**config.mk**
```make
export PLATFORM = sky130hd
export DESIGN_NAME = pairrf_regfile
export DESIGN_NICKNAME = d
export VERILOG_FILES = /design/src/rtl/pairrf_pkg.sv /design/src/rtl/pairrf_rdport.sv /design/src/rtl/pairrf_wrdec.sv /design/src/rtl/pairrf_regfile.sv
export SDC_FILE = /design/constraint.sdc
export NUM_CORES = 2
export LEC_CHECK = 0
export BUFFER_PORTS_ARGS = -buffer_cell sky130_fd_sc_hd__buf_2
export CAP_MARGIN = 20
export CORE_AREA = 2 2 434 436
export CTS_BUF_LIST = sky130_fd_sc_hd__clkbuf_8 sky130_fd_sc_hd__clkbuf_16
export DETAILED_ROUTE_END_ITERATION = 10
export DIE_AREA = 0 0 436 438
export HOLD_SLACK_MARGIN = 0.05
export SLEW_MARGIN = 25
export SYNTH_ARGS = -nofsm -noshare
export SYNTH_HDL_FRONTEND = slang
export SYNTH_SLANG_ARGS = --single-unit
```
**constraint.sdc**
```tcl
create_clock -name clk -period 4.3 [get_ports clk]
set_clock_uncertainty 0.05 [all_clocks]
set_input_delay 0.645 -clock clk [delete_from_list [all_inputs] [get_ports clk]]
set_output_delay 0.645 -clock clk [all_outputs]
set_load 0.1 [all_outputs]
```
**src/rtl/pairrf_pkg.sv**
```systemverilog
package pairrf_pkg;
  parameter int unsigned NREG = 32;
  parameter int unsigned XW   = 32;
  localparam int unsigned IW  = $clog2(NREG);
  localparam int unsigned DW  = 2 * XW;
  typedef logic [XW-1:0] word_t;
  typedef logic [DW-1:0] dword_t;
  typedef logic [IW-1:0] ridx_t;
endpackage

```
**src/rtl/pairrf_rdport.sv**
```systemverilog
module pairrf_rdport
  import pairrf_pkg::*;
(
  input  logic   clk,
  input  logic   rst_n,
  input  word_t  regs [NREG],
  input  ridx_t  idx,
  input  logic   pair,
  output dword_t data,
  output logic   illegal
);
  ridx_t  hi_idx;
  logic   base_zero;

  assign hi_idx    = {idx[IW-1:1], 1'b1};
  assign base_zero = (idx == '0);
  assign illegal   = pair & idx[0];

  always_comb begin
    data = '0;
    if (!pair) begin
      if (!base_zero) data[XW-1:0] = regs[idx];
    end else if (!illegal && !base_zero) begin
      data = {regs[hi_idx], regs[idx]};
    end
  end

  // a paired read based at register 0 is all zero
  a_r7_pair_zero_base: assert property (@(posedge clk) disable iff (!rst_n)
    (pair && idx == '0) |-> data == '0);
  // an odd paired base yields the flag and zero data
  a_r8_odd_read: assert property (@(posedge clk) disable iff (!rst_n)
    illegal |-> (data == '0 && pair));
  // a single read never drives the upper half
  a_r2_single_upper: assert property (@(posedge clk) disable iff (!rst_n)
    !pair |-> data[DW-1:XW] == '0);
endmodule

```
**src/rtl/pairrf_wrdec.sv**
```systemverilog
module pairrf_wrdec
  import pairrf_pkg::*;
(
  input  logic            clk,
  input  logic            rst_n,
  input  logic            we,
  input  ridx_t           idx,
  input  logic            pair,
  output logic [NREG-1:0] wen,
  output logic            illegal
);
  ridx_t hi_idx;
  assign hi_idx  = {idx[IW-1:1], 1'b1};
  assign illegal = we & pair & idx[0];

  always_comb begin
    wen = '0;
    if (we && !(pair && idx[0]) && idx != '0) begin
      wen[idx] = 1'b1;
      if (pair) wen[hi_idx] = 1'b1;
    end
  end

  // an odd paired base enables no register
  a_r9_odd_write_blocked: assert property (@(posedge clk) disable iff (!rst_n)
    illegal |-> wen == '0);
  // writes based at register 0 enable nothing
  a_r6_zero_base_blocked: assert property (@(posedge clk) disable iff (!rst_n)
    (we && idx == '0) |-> wen == '0);
  // a valid paired write enables exactly two registers
  a_r5_pair_two_enables: assert property (@(posedge clk) disable iff (!rst_n)
    (we && pair && !idx[0] && idx != '0) |-> $countones(wen) == 2);
  // a single write enables at most one register
  a_r3_single_one_enable: assert property (@(posedge clk) disable iff (!rst_n)
    !pair |-> $onehot0(wen));
endmodule

```
**src/rtl/pairrf_regfile.sv**
```systemverilog
module pairrf_regfile
  import pairrf_pkg::*;
(
  input  logic        clk,
  input  logic        rst_n,
  input  logic [4:0]  ra_idx,
  input  logic        ra_pair,
  output logic [63:0] ra_data,
  output logic        ra_illegal,
  input  logic [4:0]  rb_idx,
  input  logic        rb_pair,
  output logic [63:0] rb_data,
  output logic        rb_illegal,
  input  logic        wr_en,
  input  logic [4:0]  wr_idx,
  input  logic        wr_pair,
  input  logic [63:0] wr_data,
  output logic        wr_illegal
);
  word_t           regs [NREG];
  logic [NREG-1:0] wen;

  pairrf_wrdec u_wrdec (
    .clk(clk), .rst_n(rst_n), .we(wr_en), .idx(wr_idx), .pair(wr_pair),
    .wen(wen), .illegal(wr_illegal)
  );

  for (genvar i = 0; i < NREG; i++) begin : g_reg
    if (i == 0) begin : g_zero
      assign regs[i] = '0;
    end else begin : g_live
      localparam bit ODD = (i % 2) == 1;
      always_ff @(posedge clk) begin
        if (!rst_n)
          regs[i] <= '0;
        else if (wen[i])
          regs[i] <= (wr_pair && ODD) ? wr_data[DW-1:XW] : wr_data[XW-1:0];
      end
    end
  end

  pairrf_rdport u_rda (
    .clk(clk), .rst_n(rst_n), .regs(regs), .idx(ra_idx), .pair(ra_pair),
    .data(ra_data), .illegal(ra_illegal)
  );
  pairrf_rdport u_rdb (
    .clk(clk), .rst_n(rst_n), .regs(regs), .idx(rb_idx), .pair(rb_pair),
    .data(rb_data), .illegal(rb_illegal)
  );

  // a paired write based at register 0 leaves register 1 untouched
  a_r6_r1_kept: assert property (@(posedge clk) disable iff (!rst_n)
    (wr_en && wr_pair && wr_idx == '0) |=> $stable(regs[1]));
  // an odd paired write leaves its own register untouched
  a_r9_odd_kept: assert property (@(posedge clk) disable iff (!rst_n)
    (wr_en && wr_pair && wr_idx == 5'd3) |=> $stable(regs[3]));
endmodule

```
# --- Word-level counts from Yosys, hierarchy flattened ---
# Index checks and enable logic that the tools add are counted.
word_totals:
  reg_bits: 992
classes:
  reduce_logical: 15
  order_cmp: 8
  n_mux: 27
  bitwise: 9
op_table:
  columns: ["op", "count"]
  rows:
  - ["$bmux W32 S5", 4]
  - ["$mux W32", 17]
  - ["$mux W64", 2]
  - ["$or A32 B32 Y32", 1]
  - ["$ge A6 B6 Y1 const B", 4]
  - ["$not A5 Y6", 4]
  - ["$lt A5 B6 Y1 const B", 2]
  - ["$ge A5 B1 Y1 const B", 2]
  - ["$logic_not A5 Y1", 2]
  - ["$logic_and A1 B1 Y1", 7]
  - ["$demux W1 S5", 1]
  - ["$logic_not A1 Y1", 5]
  - ["$reduce_bool A5 Y1", 1]
  - ["$and A1 B1 Y1", 4]
  - ["$demux W1 S4", 1]
  - ["$mux W1", 2]

# --- Logic depth before layout (Yosys ltp) ---
logic_depth:
  depth_word: 7
  depth_mapped: 9
  mapped_depth_nobuf: 5

# --- Modules after synthesis ---
# A second synthesis with hierarchy kept.
hier_totals:
  cells_unflattened: 5262
  hier_area_um2: 55732.2
by_module_without_submodules:
  columns: ["module", "cells_per_inst", "area_per_inst_um2", "instances"]
  rows:
  - ["pairrf_regfile", 3359, 36283.5, 1]
  - ["pairrf_rdport", 926, 9575.4, 2]
  - ["pairrf_wrdec", 51, 297.8, 1]

# --- Least setup slack after synthesis ---
# Ideal clock, no wire load.
synth_timing:
  kind: "input -> output"
  startpoint: "input rb_idx[0]"
  endpoint: "output rb_data[1]"
  required_ns: 3.605
  cell_stages: 7
  slack_ns: -2.793
  n_path_buf: 5
  arrival_time_ns: 6.398
  path_cell_list: "buf_4 > buf_2 > buf_2 > buf_2 > buf_2 > a21oi_1 > a2111oi_0"
synth_between:
  elab_chain_len: 6
synth_lines:
  columns: ["item", "line_no", "text"]
  rows:
  - ["from (decl)", "pairrf_regfile.sv:10", "input logic [4:0] rb_idx,"]
  - ["$not A5 Y6 (implied by the code)", "pairrf_rdport.sv:22, pairrf_rdport.sv:24", null]
  - ["$bmux W32 S5", "pairrf_rdport.sv:22, pairrf_rdport.sv:24", null]
  - ["$mux W32 (implied by the code) (2 in a row)", "pairrf_rdport.sv:22, pairrf_rdport.sv:24", null]
  - ["$mux W32 / $mux W64 (equally long branches)", "pairrf_rdport.sv:22, pairrf_rdport.sv:23", null]
  - ["$mux W32 *", "pairrf_rdport.sv:21", "if (!pair) begin"]
  - ["to (decl)", "pairrf_regfile.sv:12", "output logic [63:0] rb_data,"]
# Mark *: on every way between the ends. The rest lies on a longest branch, timed or not. The select of a mux whose other input is x is not followed.

# --- Worst setup path in the final report ---
layout_timing:
  startpoint: "input rb_idx[0]"
  endpoint: "output rb_data[25]"
# Same word-level chain as after synthesis.

==> reports/metrics.cfg <==
[status]
status = finished clean

[sta]
tightest_slew_ns = 1.11
slew_headroom = 0.262
whs_ns = 0.284
rsz0062_at_grt = false
hold_viol = 0
setup_slack_ns = 0.224
max_freq_mhz = 245
period_share = 0.948
final-setup-viol-count = 0
slew_violations = 0
layout_min_cycle_time_ns = 4.08

[global_routing]
grtUsageMet2 = 0.380
grt_max_degree = 123
met3_usage = 0.0685
use_met1 = 0.309
grt.busiest_layer = met2
grt_usage = 0.255
antenna_found_initial = 30
grt_pass1_vias = 47300
overflow = 0
grt_pass1_wl_um = 355000

[synthesis]
synth_xor_area_frac = 0.000152
ys_async_sr_fraction = 0
synth_compound_area_frac = 0.192
yosys_warnings = 0
synthesis.area_um2 = 57400
synthDistinctLibCells = 59
ys.flop_type = dfxtp_1
ys_seq_area_frac = 0.346
synth_seq_cells = 992
netlist_instances = 5648
synth_edf_count = 0
synth_top_family_by_area = multiplexers
synth_fa_ha_area_frac = 0
synth_area_per_cell_um2 = 10.2
synthMuxAreaShare = 0.282
syn_nets = 5733
synth-simple-area-share = 0.129

[worst_setup_path]
cp_top_family = buffers and inverters
timing.rr.start = regs[300]$_SDFFE_PN0P_
cp-start-kind = input port
ff2ff_path_depth = 2
crit_path_end_kind = output pin
path_class = input port to output pin
r2r-end = regs[300]$_SDFFE_PN0P_
cpPeakStageDelay_ns = 0.58
arrival_ns = 3.38
regToRegSetupSlack_ns = 3.43
cpMaxStageDelayCell = o32a_1
critPathLaunch = rb_idx[0]
crit_buf_inv = 4
worstPathRequired_ns = 3.61
worstPathCellList = buf_6 -> nand2_1 -> inv_1 -> nor4_2 -> buf_12 -> a22o_1 -> o32a_1 -> buf_2
cp_max_fo = 26

[clock_network]
cts_buffers = 100
htreeDepth = 3
post_cts_buffers = 0
clk_latency_ns = 0.73
cts_hold_buffers = 0
cts_tree = done
cts-root-buf = clkbuf_16
cts.repair.resized = 0
ctsLongestPathBuffers = 3
cts.sinks = 992
path_clk_slew_ns = 0.07

[power_and_ir_drop]
seq_power_share = 0.427
ir_drop_mv = 0.341
finalPower_mw = 22.0
p_int_mw = 15.8
p_leak_nw = 28.2
power.share.clock = 0.442
p_comb_frac = 0.131
swShare = 0.279
p_switching_mw = 6.14
power.density_nw_per_um2 = 330

[placed_design]
dp_slack_ns = 0.296
routabilityCongestion = 0.944
post_dp_cell_area_um2 = 62900
numPortBuffers = 215
dp_hpwl_um = 163000

[floorplan]
die_x_um = 436
core_um2 = 187000
core.rowCount = 159
ios = 216
die_y_um = 438
start_util = 0.308
die-area_um2 = 191000

[min_path]
min_delay_path_depth = 3
hold_class = input port to register
hold_path_end = regs[636]$_SDFFE_PN0P_
hp-start = wr_data[28]

[layout]
area_growth_pct = 15.8
reg_top3 = regs x992
final_common_cell = nand2_1
postLayoutCellArea_um2 = 66500
largest-register = regs
fin_nets = 5663
mostFrequentLayoutCells = nand2_1, dfxtp_1, mux4_2, o211a_1, a21boi_0
largest_reg_flops = 992
drive_above_1_share = 0.245

[route]
initialDrtViolationCount = 6296
route.detailed.drc = 0
wire_per_inst_um = 31.0
vias_per_cell = 6.16
dr_total_vias = 50300
first_pass_iters = 6
postRouteAntennaNets = 0
wl_um = 253000

[flow_run]
max-cap-violations = 0

==> power by group through the flow <==
stage	logic (mW)	clock network [mW]	registers (mW)
finish	2.87	9.71	9.39
CTS	2.81	9.76	9.38
global placement	2.79	0	9.58
floorplan	1.77	0	9.55
global route	2.93	10.1	9.39
detailed placement	2.81	0	9.59
==> cells by family after synthesis <==
logic type / after synthesis
xor+xnor: 1
flops: 992
compound gates: 1291
simple gates: 1825
mux: 878
buf+inv: 661
==> stage by stage <==
stage	std cells	TNS, ns	util
floorplan	5648	-8.78	-
global placement	7971	0	0.337
detailed placement	7971	0	0.337
CTS	8158	0	0.356
global route	8162	0	0.356
finish	8170	0	0.356
==> metal layers <==
| metal | part of all wire | wire, um |
|---|---|---|
| met5 | 0.00049 | 123 |
| met4 | 0.096 | 24200 |
| met3 | 0.11 | 28800 |
| met2 | 0.43 | 109000 |
| met1 | 0.36 | 91200 |
==> how the worst max path moves through the flow <==
stage / end / depth (start not counted)
CTS: rb_data[4] / 8
floorplan: rb_data[36] / 7
global route: ra_data[7] / 7
detailed placement: rb_data[4] / 8
global placement: rb_data[4] / 8
finish: rb_data[25] / 8
==> worst min-delay path, cell delays in order <==
cell      delay, ns
buf_2          0.22
nand2_1        0.10
a21boi_1       0.05
==> cell usage after synthesis (54+ instances only) <==
cell type  instances  area [um2]
mux2i_1          238        2380
a211oi_1          98         736
mux4_2           586       13200
mux2_2            54         608
dfxtp_1          992       19900
o211a_1          480        4800
clkbuf_1         388        1460
a21boi_0         446        3350
nor2_1            80         300
nand2_1         1531        5750
buf_2            220        1100
nor2b_1           70         438
==> layout make-up <==
class,count,area (um2)
diodes,12,30.0
flip-flops and latches,992,19900
clock inverters,54,609
repair buffers,486,4740
clock buffers,133,3000
inverters,3,11.3
well taps,2495,3120
fillers,18500,120000
multi-input cells,3995,35100
Power figures use the tool's default switching activity.
